File: src/rtl/cfg_byte_writer.sv
module cfg_byte_writer #(
  parameter int          NUM_BYTES    = 16,
  parameter int          WRITE_CYCLES = 80000,
  parameter logic [23:0] CFG_BASE     = 24'h300000
) (
  input  logic       clk,
  input  logic       rst_n,
  input  logic       bus_wr,
  input  logic [2:0] reg_sel,
  input  logic [7:0] bus_wdata,
  input  logic       irq_en,
  output logic [7:0] tbl_rdata,
  output logic [7:0] ctrl_rdata,
  output logic       stall,
  output logic       irq_fault
);
  localparam int          IW    = (NUM_BYTES > 1) ? $clog2(NUM_BYTES) : 1;
  localparam int          CW    = $clog2(WRITE_CYCLES + 1);
  localparam logic [24:0] LIMIT = {1'b0, CFG_BASE} + 25'(NUM_BYTES);

  localparam logic [2:0] SEL_PLO = 3'd0, SEL_PMID = 3'd1, SEL_PHI = 3'd2,
                         SEL_DATA = 3'd3, SEL_CTRL = 3'd4, SEL_KEY = 3'd5;

  typedef enum logic [1:0] {U_IDLE, U_HALF, U_ARMED} ustate_t;

  ustate_t       ustate;
  logic [23:0]   ptr;
  logic [7:0]    dlat;
  logic          mem_sel, cfg_sel, wen, start_bit, err, busy;
  logic [CW-1:0] cnt;
  logic [7:0]    store [NUM_BYTES];

  logic          acc, ctrl_wr, go_req, go_ok, in_range;
  logic [IW-1:0] idx;

  assign acc      = bus_wr && !busy;
  assign in_range = (ptr[23:20] == 4'h3) && (ptr >= CFG_BASE) && ({1'b0, ptr} < LIMIT);
  assign idx      = IW'(ptr - CFG_BASE);
  assign ctrl_wr  = acc && (reg_sel == SEL_CTRL);
  assign go_req   = ctrl_wr && bus_wdata[1];
  assign go_ok    = go_req && (ustate == U_ARMED) && bus_wdata[7] && bus_wdata[6]
                    && bus_wdata[2] && in_range;

  assign tbl_rdata  = in_range ? store[idx] : 8'h00;
  assign ctrl_rdata = {mem_sel, cfg_sel, 2'b00, err, wen, start_bit, 1'b0};
  assign stall      = busy;
  assign irq_fault  = irq_en && ((ustate != U_IDLE) || busy);

  always_ff @(posedge clk or negedge rst_n) begin
    if (!rst_n) begin
      ustate <= U_IDLE;
    end else if (acc) begin
      if (reg_sel == SEL_KEY) begin
        if (ustate == U_IDLE && bus_wdata == 8'h55)      ustate <= U_HALF;
        else if (ustate == U_HALF && bus_wdata == 8'hAA) ustate <= U_ARMED;
        else                                             ustate <= U_IDLE;
      end else begin
        ustate <= U_IDLE;
      end
    end
  end

  always_ff @(posedge clk or negedge rst_n) begin
    if (!rst_n) begin
      ptr  <= '0;
      dlat <= '0;
    end else if (acc) begin
      case (reg_sel)
        SEL_PLO:  ptr[7:0]   <= bus_wdata;
        SEL_PMID: ptr[15:8]  <= bus_wdata;
        SEL_PHI:  ptr[23:16] <= bus_wdata;
        SEL_DATA: dlat       <= bus_wdata;
        default: ;
      endcase
    end
  end

  always_ff @(posedge clk or negedge rst_n) begin
    if (!rst_n) begin
      mem_sel   <= 1'b0;
      cfg_sel   <= 1'b0;
      wen       <= 1'b0;
      start_bit <= 1'b0;
      err       <= 1'b0;
    end else if (ctrl_wr) begin
      mem_sel   <= bus_wdata[7];
      cfg_sel   <= bus_wdata[6];
      wen       <= bus_wdata[2];
      start_bit <= go_ok;
      err       <= (err && bus_wdata[3]) || (go_req && !go_ok);
    end else if (busy && cnt == '0) begin
      start_bit <= 1'b0;
    end
  end

  always_ff @(posedge clk or negedge rst_n) begin
    if (!rst_n) begin
      busy <= 1'b0;
      cnt  <= '0;
    end else if (go_ok) begin
      busy <= 1'b1;
      cnt  <= CW'(WRITE_CYCLES - 1);
    end else if (busy) begin
      if (cnt == '0) busy <= 1'b0;
      else           cnt  <= cnt - 1'b1;
    end
  end

  always_ff @(posedge clk or negedge rst_n) begin
    if (!rst_n) begin
      for (int i = 0; i < NUM_BYTES; i++) store[i] <= 8'hFF;
    end else if (go_ok) begin
      store[idx] <= dlat;
    end
  end
endmodule


File: config.mk
export PLATFORM = sky130hd
export DESIGN_NAME = cfg_byte_writer
export DESIGN_NICKNAME = d
export VERILOG_FILES = /design/src/rtl/cfg_byte_writer.sv
export SDC_FILE = /design/constraint.sdc
export NUM_CORES = 1
export LEC_CHECK = 0
export BUFFER_PORTS_ARGS = -buffer_cell sky130_fd_sc_hd__buf_2
export CAP_MARGIN = 20
export CORE_MARGIN = 2
export CORE_UTILIZATION = 60
export CTS_BUF_LIST = sky130_fd_sc_hd__clkbuf_16
export CTS_CLUSTER_DIAMETER = 40
export CTS_CLUSTER_SIZE = 12
export DETAILED_ROUTE_END_ITERATION = 10
export PLACE_DENSITY = 0.86
export SYNTH_ARGS = -nofsm -noshare
export SYNTH_HDL_FRONTEND = slang
export SYNTH_SLANG_ARGS = --single-unit
File: constraint.sdc
create_clock -name clk -period 2.48 [get_ports clk]
set_input_delay 0.496 -clock clk [delete_from_list [all_inputs] [get_ports clk]]
set_output_delay 0.496 -clock clk [all_outputs]
set_load 0.01 [all_outputs]
==> flow_summary.yaml, run 1 <==
synth:
  synth_cell_types: 53
  netlist_instances: 589
  synth-seq-cells: 185
  synthArstFlopShare_pct: 100
  yosys_most_used_dff: "dfstp_2"
  synth_edf_count: 0
  seq_area_frac_synth_pct: 54.0
  synth_area_um2: 8870
  ys_warn_count: 0
  syn_area_per_cell_um2: 15.1
drt:
  num_vias: 5180
  drt-total-wl_um: 19000
  wl_per_cell_um: 23.0
  dr.first_iter.drc_count: 394
  remaining_drc_errors: 0
  drtPass1Iterations: 4
  ant_nets: 0
  via_per_inst: 6.28
timing:
  tightest_slew_ns: 0.758
  period_needed_ns: 2.67
  rsz0062_at_grt: "yes"
  setup-violations-final: 8
  tns_ns: -1.24
  finalHoldViolCount: 0
  post-route-period-util_pct: 108
  finalClockSkew_ns: 0.0169
  worst_slew_margin_rel_pct: 48.8
  max_freq_mhz: 375
  drv_slew: 0
  hold_ws_ns: 0.0118
  fin_ws_ns: -0.187
grt:
  grt_first_pass_wirelength_um: 30500
  grt_max_degree: 53
  grt_overflow_total: 0
  track_usage_pct: 25.4
  grt_antenna_before_repair: 0
  grt_pass1_vias: 5467
pwr:
  p_per_area_nw_per_um2: 591
  irDropWorstVdd_mv: 0.538
  p_leak_nw: 4.14
floorplanning:
  die_area_um2: 15800
  core-area_um2: 14500
  fp.dieW_um: 126
  fp.dieH_um: 126
  initial_core_util_pct: 61.3
  ioPinCount: 33
  rows: 44
clock_tree:
  clk_path_buf_depth: 2
  cts-root-buf: "clkbuf_16"
  cts.reportedPaths.clkPinSlew_ns: 0.08
  cts-hold-fix-buffers: 0
  cts_tree: "built"
  numCtsBuffers: 17
  clkSinkCount: 185
  clk_latency_ns: 0.44
  htree_levels: 4
critical_path:
  slowest_delay_ns: 0.56
  cp-end-kind: "output port"
  crit_chain: "buf_12 > mux4_2 > a22oi_2 > a21oi_1 > buf_2"
  r2r_cells: 6
  cp.required_ns: 1.98
  path_buf_inv: 2
  cp_slowest_cell: "mux4_2"
  reg2reg_from: "ptr[15]$_DFFE_PN0P_"
  crit_fanout: 8
  worstPathArrival_ns: 2.17
  critPathTopFamily: "multiplexers"
  r2r_end: "store[39]$_DFFE_PN1P_"
  reg2reg_slack_ns: 0.16
  crit_path_start_kind: "flip-flop"
  critPathKind: "reg -> out"
placement:
  dp_hpwl_um: 12000
  gp_congestion: 0.830
  io_buffers: 29
status:
  violations: "setup timing"
  status: "finished, violations left"
min_path:
  hold_path.class: "in -> async"
final_layout:
  layout_commonest_cell: "dfstp_2"
  n_antenna_cell: 0
  layout-drive-gt1-share_pct: 69.6
  final_cell_mix: "128 x dfstp_2, 124 x mux2_2, 56 x dfrtp_1"
  area_growth_pct: 12.7
  final_nets: 645
job:
  max-cap-violations: 0
## cells by family (layout without fill, tap and decap cells)
kind of cell,after synthesis,in the layout,synth area share [%]
other,1,3,0.0423
DFF,185,185,54.0
buffers and inverters,43,93,2.68
muxes,198,198,30.5
and+or+nand+nor,107,107,8.35
adders and majority gates,2,2,0.282
xor gates and xnor gates,11,11,1.09
AOI/OAI and AO/OA,42,42,3.09
## state kept, by name, indices dropped and copies added (netlist names)
name and count:
wen 1, start_bit 1, cnt 17, err 1
mem_sel 1, store 128, ptr 24, cfg_sel 1
ustate 2, dlat 8, stall 1
## how the worst max path moves through the flow
stage	slack, ns	cells after the start	to	start
after floorplan	0.24	4	tbl_rdata[0]	ptr[0]$_DFFE_PN0P_
after global placement	0.16	7	store[5]$_DFFE_PN1P_	reg_sel[0]
after detailed placement	0.1	7	store[4]$_DFFE_PN1P_	reg_sel[0]
after CTS	-0.17	5	tbl_rdata[5]	ptr[0]$_DFFE_PN0P_
after global routing	-0.24	5	tbl_rdata[3]	ptr[0]$_DFFE_PN0P_
final	-0.19	5	tbl_rdata[5]	ptr[0]$_DFFE_PN0P_
## report_power, final
part           leakage (nW)  internal (mW)  switching, mW  total, mW
sequential             2.04           3.04         0.0187       3.06
clock                 0.289           1.47           1.23       2.70
combinational          1.82         0.0497          0.109      0.159
total                  4.14           4.55           1.36       5.91
## cells in the mapped netlist (5+ instances only)
cell type / instances / share of area [%]
dfstp_2: 128 / 38
mux2_2: 124 / 16
dfrtp_1: 57 / 16
mux2_4: 32 / 5.4
mux4_2: 32 / 8.1
nand2_1: 21 / 0.89
nor2_1: 20 / 0.85
clkbuf_1: 17 / 0.72
a22oi_1: 16 / 1.4
buf_4: 11 / 0.93
a21oi_1: 9 / 0.51
buf_2: 9 / 0.51
mux2_1: 8 / 1.0
nand3_2: 7 / 0.79
nor2b_1: 6 / 0.42
nor4_1: 6 / 0.42
xnor2_1: 6 / 0.59
o21ai_0: 5 / 0.28
xor2_1: 5 / 0.49
## area by class of cell
cell class / count / area, um^2
fillers: 898 / 4480
clock inverters: 14 / 133
well taps: 184 / 230
multi-input cells: 363 / 3930
flip-flops and latches: 185 / 4790
clock buffers: 18 / 450
repair buffers: 59 / 455
inverters: 2 / 7.51
## metal layers
metal	part of all wire, %	GRT usage (%)
met1	43	33.3
met2	50	41.4
met3	3.8	4.29
met4	3.3	12.4
met5	0	0
## what timing repair did
| action | 4_1_cts | 5_1_grt |
|---|---|---|
| buffers inserted | 4 | 0 |
| gates cloned | 1 | 0 |
| resized for setup | 17 | 2 |
| setup endpoints to repair | 8 | 8 |
| pin swaps | 1 | 3 |
## stage by stage
stage | power (mW) | utilization [%] | instance area [um^2] | setup WS [ns] | instances
after floorplan | 3.15 | - | 8880 | 0.244 | 591
final | 5.91 | 69.1 | 10000 | -0.187 | 825
after CTS | 5.92 | 69.2 | 10000 | -0.171 | 826
after global routing | 6.09 | 69.1 | 10000 | -0.245 | 825
after detailed placement | 3.26 | 64.2 | 9290 | 0.0981 | 789
after global placement | 3.25 | 64.2 | 9290 | 0.165 | 789
Power figures use the tool's default switching activity.
==> run 2: changes to the inputs <==
--- a/config.mk
+++ b/config.mk
@@ -13,7 +13,7 @@
 export CTS_CLUSTER_DIAMETER = 40
 export CTS_CLUSTER_SIZE = 12
 export DETAILED_ROUTE_END_ITERATION = 10
-export PLACE_DENSITY = 0.86
+export PLACE_DENSITY_LB_ADDON = 0.12
 export SYNTH_ARGS = -nofsm -noshare
 export SYNTH_HDL_FRONTEND = slang
 export SYNTH_SLANG_ARGS = --single-unit
==> run 2 against run 1 <==
The flow still finishes with violations (setup timing). Clock power grew 7%. Wire length shrank 2.4%. Die area is the same. Largest power group unchanged. Utilization grew 1.1 points. Via count shrank 1.4%. Fmax grew 0.84%. Cell area grew 1.5%. Global-route usage shrank 0.52 points. Critical path depth grew 1. Combinational power is essentially flat. Clock-buffer cell count shrank 1. Non-clock buffer count grew 2. Largest cell class unchanged.
==> flow_summary.yaml, run 2 (synthesis gave the netlist of run 1 again) <==
status:
  status: "finished, violations left"
  violations: "setup timing"
timing:
  rsz0062_at_grt: "yes"
  max_freq_mhz: 378
  fin_ws_ns: -0.165
  finalClockSkew_ns: 0.00852
  post-route-period-util_pct: 107
  tns_ns: -1.03
  finalHoldViolCount: 0
  setup-violations-final: 8
  period_needed_ns: 2.64
  tightest_slew_ns: 0.744
  hold_ws_ns: 0.392
  worst_slew_margin_rel_pct: 49.8
  drv_slew: 0
final_layout:
  n_antenna_cell: 0
  layout_commonest_cell: "dfstp_2"
  fillers: 955
  regArea_um2: 4790
  fin_cells: 827
  largest_reg_flops: 128
  regMostFlops: "store"
  layout-drive-gt1-share_pct: 71.2
  multi_input_area_um2: 4000
  final_nets: 647
  final_cell_mix: "128 x dfstp_2, 124 x mux2_2, 56 x dfrtp_1"
  reg_top3: "store (128), ptr (24), cnt (17)"
  area_growth_pct: 14.4
floorplanning:
  fp.dieW_um: 126
  die_area_um2: 15800
  core-area_um2: 14500
  rows: 44
  ioPinCount: 33
  initial_core_util_pct: 61.3
  fp.dieH_um: 126
pwr:
  p_comb_share_pct: 2.7
  switchingPower_mw: 1.32
  netSwitchingFraction_pct: 21.6
  p_leak_nw: 4.16
  irDropWorstVdd_mv: 0.651
  p_seq_share_pct: 50.1
  p_int_mw: 4.78
  p_per_area_nw_per_um2: 600
  p_clk_share_pct: 47.2
  finalPower_mw: 6.10
clock_tree:
  clkSinkCount: 185
  clk_path_buf_depth: 2
  cts_tree: "built"
  clk_latency_ns: 0.43
  numCtsBuffers: 17
  cts-root-buf: "clkbuf_16"
  cts.reportedPaths.clkPinSlew_ns: 0.07
  htree_levels: 4
critical_path:
  crit_fanout: 9
  crit_path_start_kind: "flip-flop"
  worstPathArrival_ns: 2.15
  cp.required_ns: 1.98
  r2r_cells: 7
  cp-end-kind: "output port"
  critPathKind: "reg -> out"
placement:
  dp_hpwl_um: 11800
  dpl.cell_count: 786
  place_ws_ns: -0.00760
  io_buffers: 29
  gp_congestion: 0.787
drt:
  via_per_inst: 6.18
  drt-total-wl_um: 18500
  wl_per_cell_um: 22.4
  ant_nets: 0
  num_vias: 5108
  remaining_drc_errors: 0
  dr.first_iter.drc_count: 393
  drtPass1Iterations: 4
grt:
  grt_antenna_before_repair: 0
  grt_max_degree: 86
  grt_overflow_total: 0
  grt_first_pass_wirelength_um: 29900
  track_usage_pct: 24.8
  grt_pass1_vias: 5382
job:
  max-cap-violations: 0
min_path:
  min_path_cells: 2
  hold_path.class: "in -> reg"
## run 2: cell types whose count changed in the layout (fill, tap and decap cells not counted), sizes merged
| cell | delta |
|---|---|
| inv | -6 |
| clkinvlp | +4 |
| bufinv | +3 |
| buf | +1 |
| clkbuf | -1 |
| dlygate4sd3 | +1 |
## run 2: timing repair
item                                    in CTS  in global routing
buffers inserted                             8                  0
pin swaps                                   11                  6
cloned                                       1                  0
hold buffers                                 1                  0
endpoints found under the setup margin      32                 57
endpoints found under the hold margin       39                  0
gates resized for setup                     30                  8
## run 2: worst paths after layout
path / end / slack (ns) / startpoint
max reg2reg: store[31]$_DFFE_PN1P_ / 0.05 / ptr[13]$_DFFE_PN0P_
min: ptr[12]$_DFFE_PN0P_ / 0.39 / bus_wdata[4]
min reg2reg: ptr[21]$_DFFE_PN0P_ / 0.50 / ptr[21]$_DFFE_PN0P_
max in group asynchronous: store[14]$_DFFE_PN1P_ / 1.13 / rst_n
max: tbl_rdata[4] / -0.16 / ptr[0]$_DFFE_PN0P_
min in group asynchronous: cnt[4]$_DFFE_PN0P_ / 0.55 / rst_n
## run 2: through the flow
step	util, %	instance area (um^2)
floorplan	-	8880
global placement	64.2	9300
detailed placement	64.2	9300
CTS	70.1	10100
global route	70.1	10200
finish	70.1	10200
## run 2: critical path: stages (launching register included)
cell and delay, ns:
dfrtp_2 0.42, buf_4 0.15, buf_12 0.14, mux4_2 0.51, a22oi_2 0.26, a21oi_2 0.10
buf_2 0.14
## run 2: cell type report
| type | instances | area share (%) |
|---|---|---|
| Sequential cell | 185 | 47.2 |
| Tap cell | 184 | 2.27 |
| Clock buffer | 17 | 4.19 |
| Timing Repair Buffer | 61 | 4.89 |
| Inverter | 2 | 0.0739 |
| Multi-Input combinational cell | 363 | 39.4 |
| Clock inverter | 15 | 1.98 |
## run 2: routing by layer
metal  GRT usage, %  vias to the layer above  wire, um
met5              0                        -         0
met2           39.7                       91      9290
met4           9.48                        0       354
li1               -                     2260         -
met1           34.0                     2735      8310
met3           5.10                       22       573
## run 2: power groups by stage
stage	Combinational [mW]	Sequential, mW	Clock [mW]
5_1_grt	0.182	3.06	3.04
4_1_cts	0.167	3.06	2.92
6_report	0.162	3.06	2.88
3_3_place_gp	0.153	3.10	0
2_1_floorplan	0.0530	3.09	0
3_5_place_dp	0.157	3.10	0
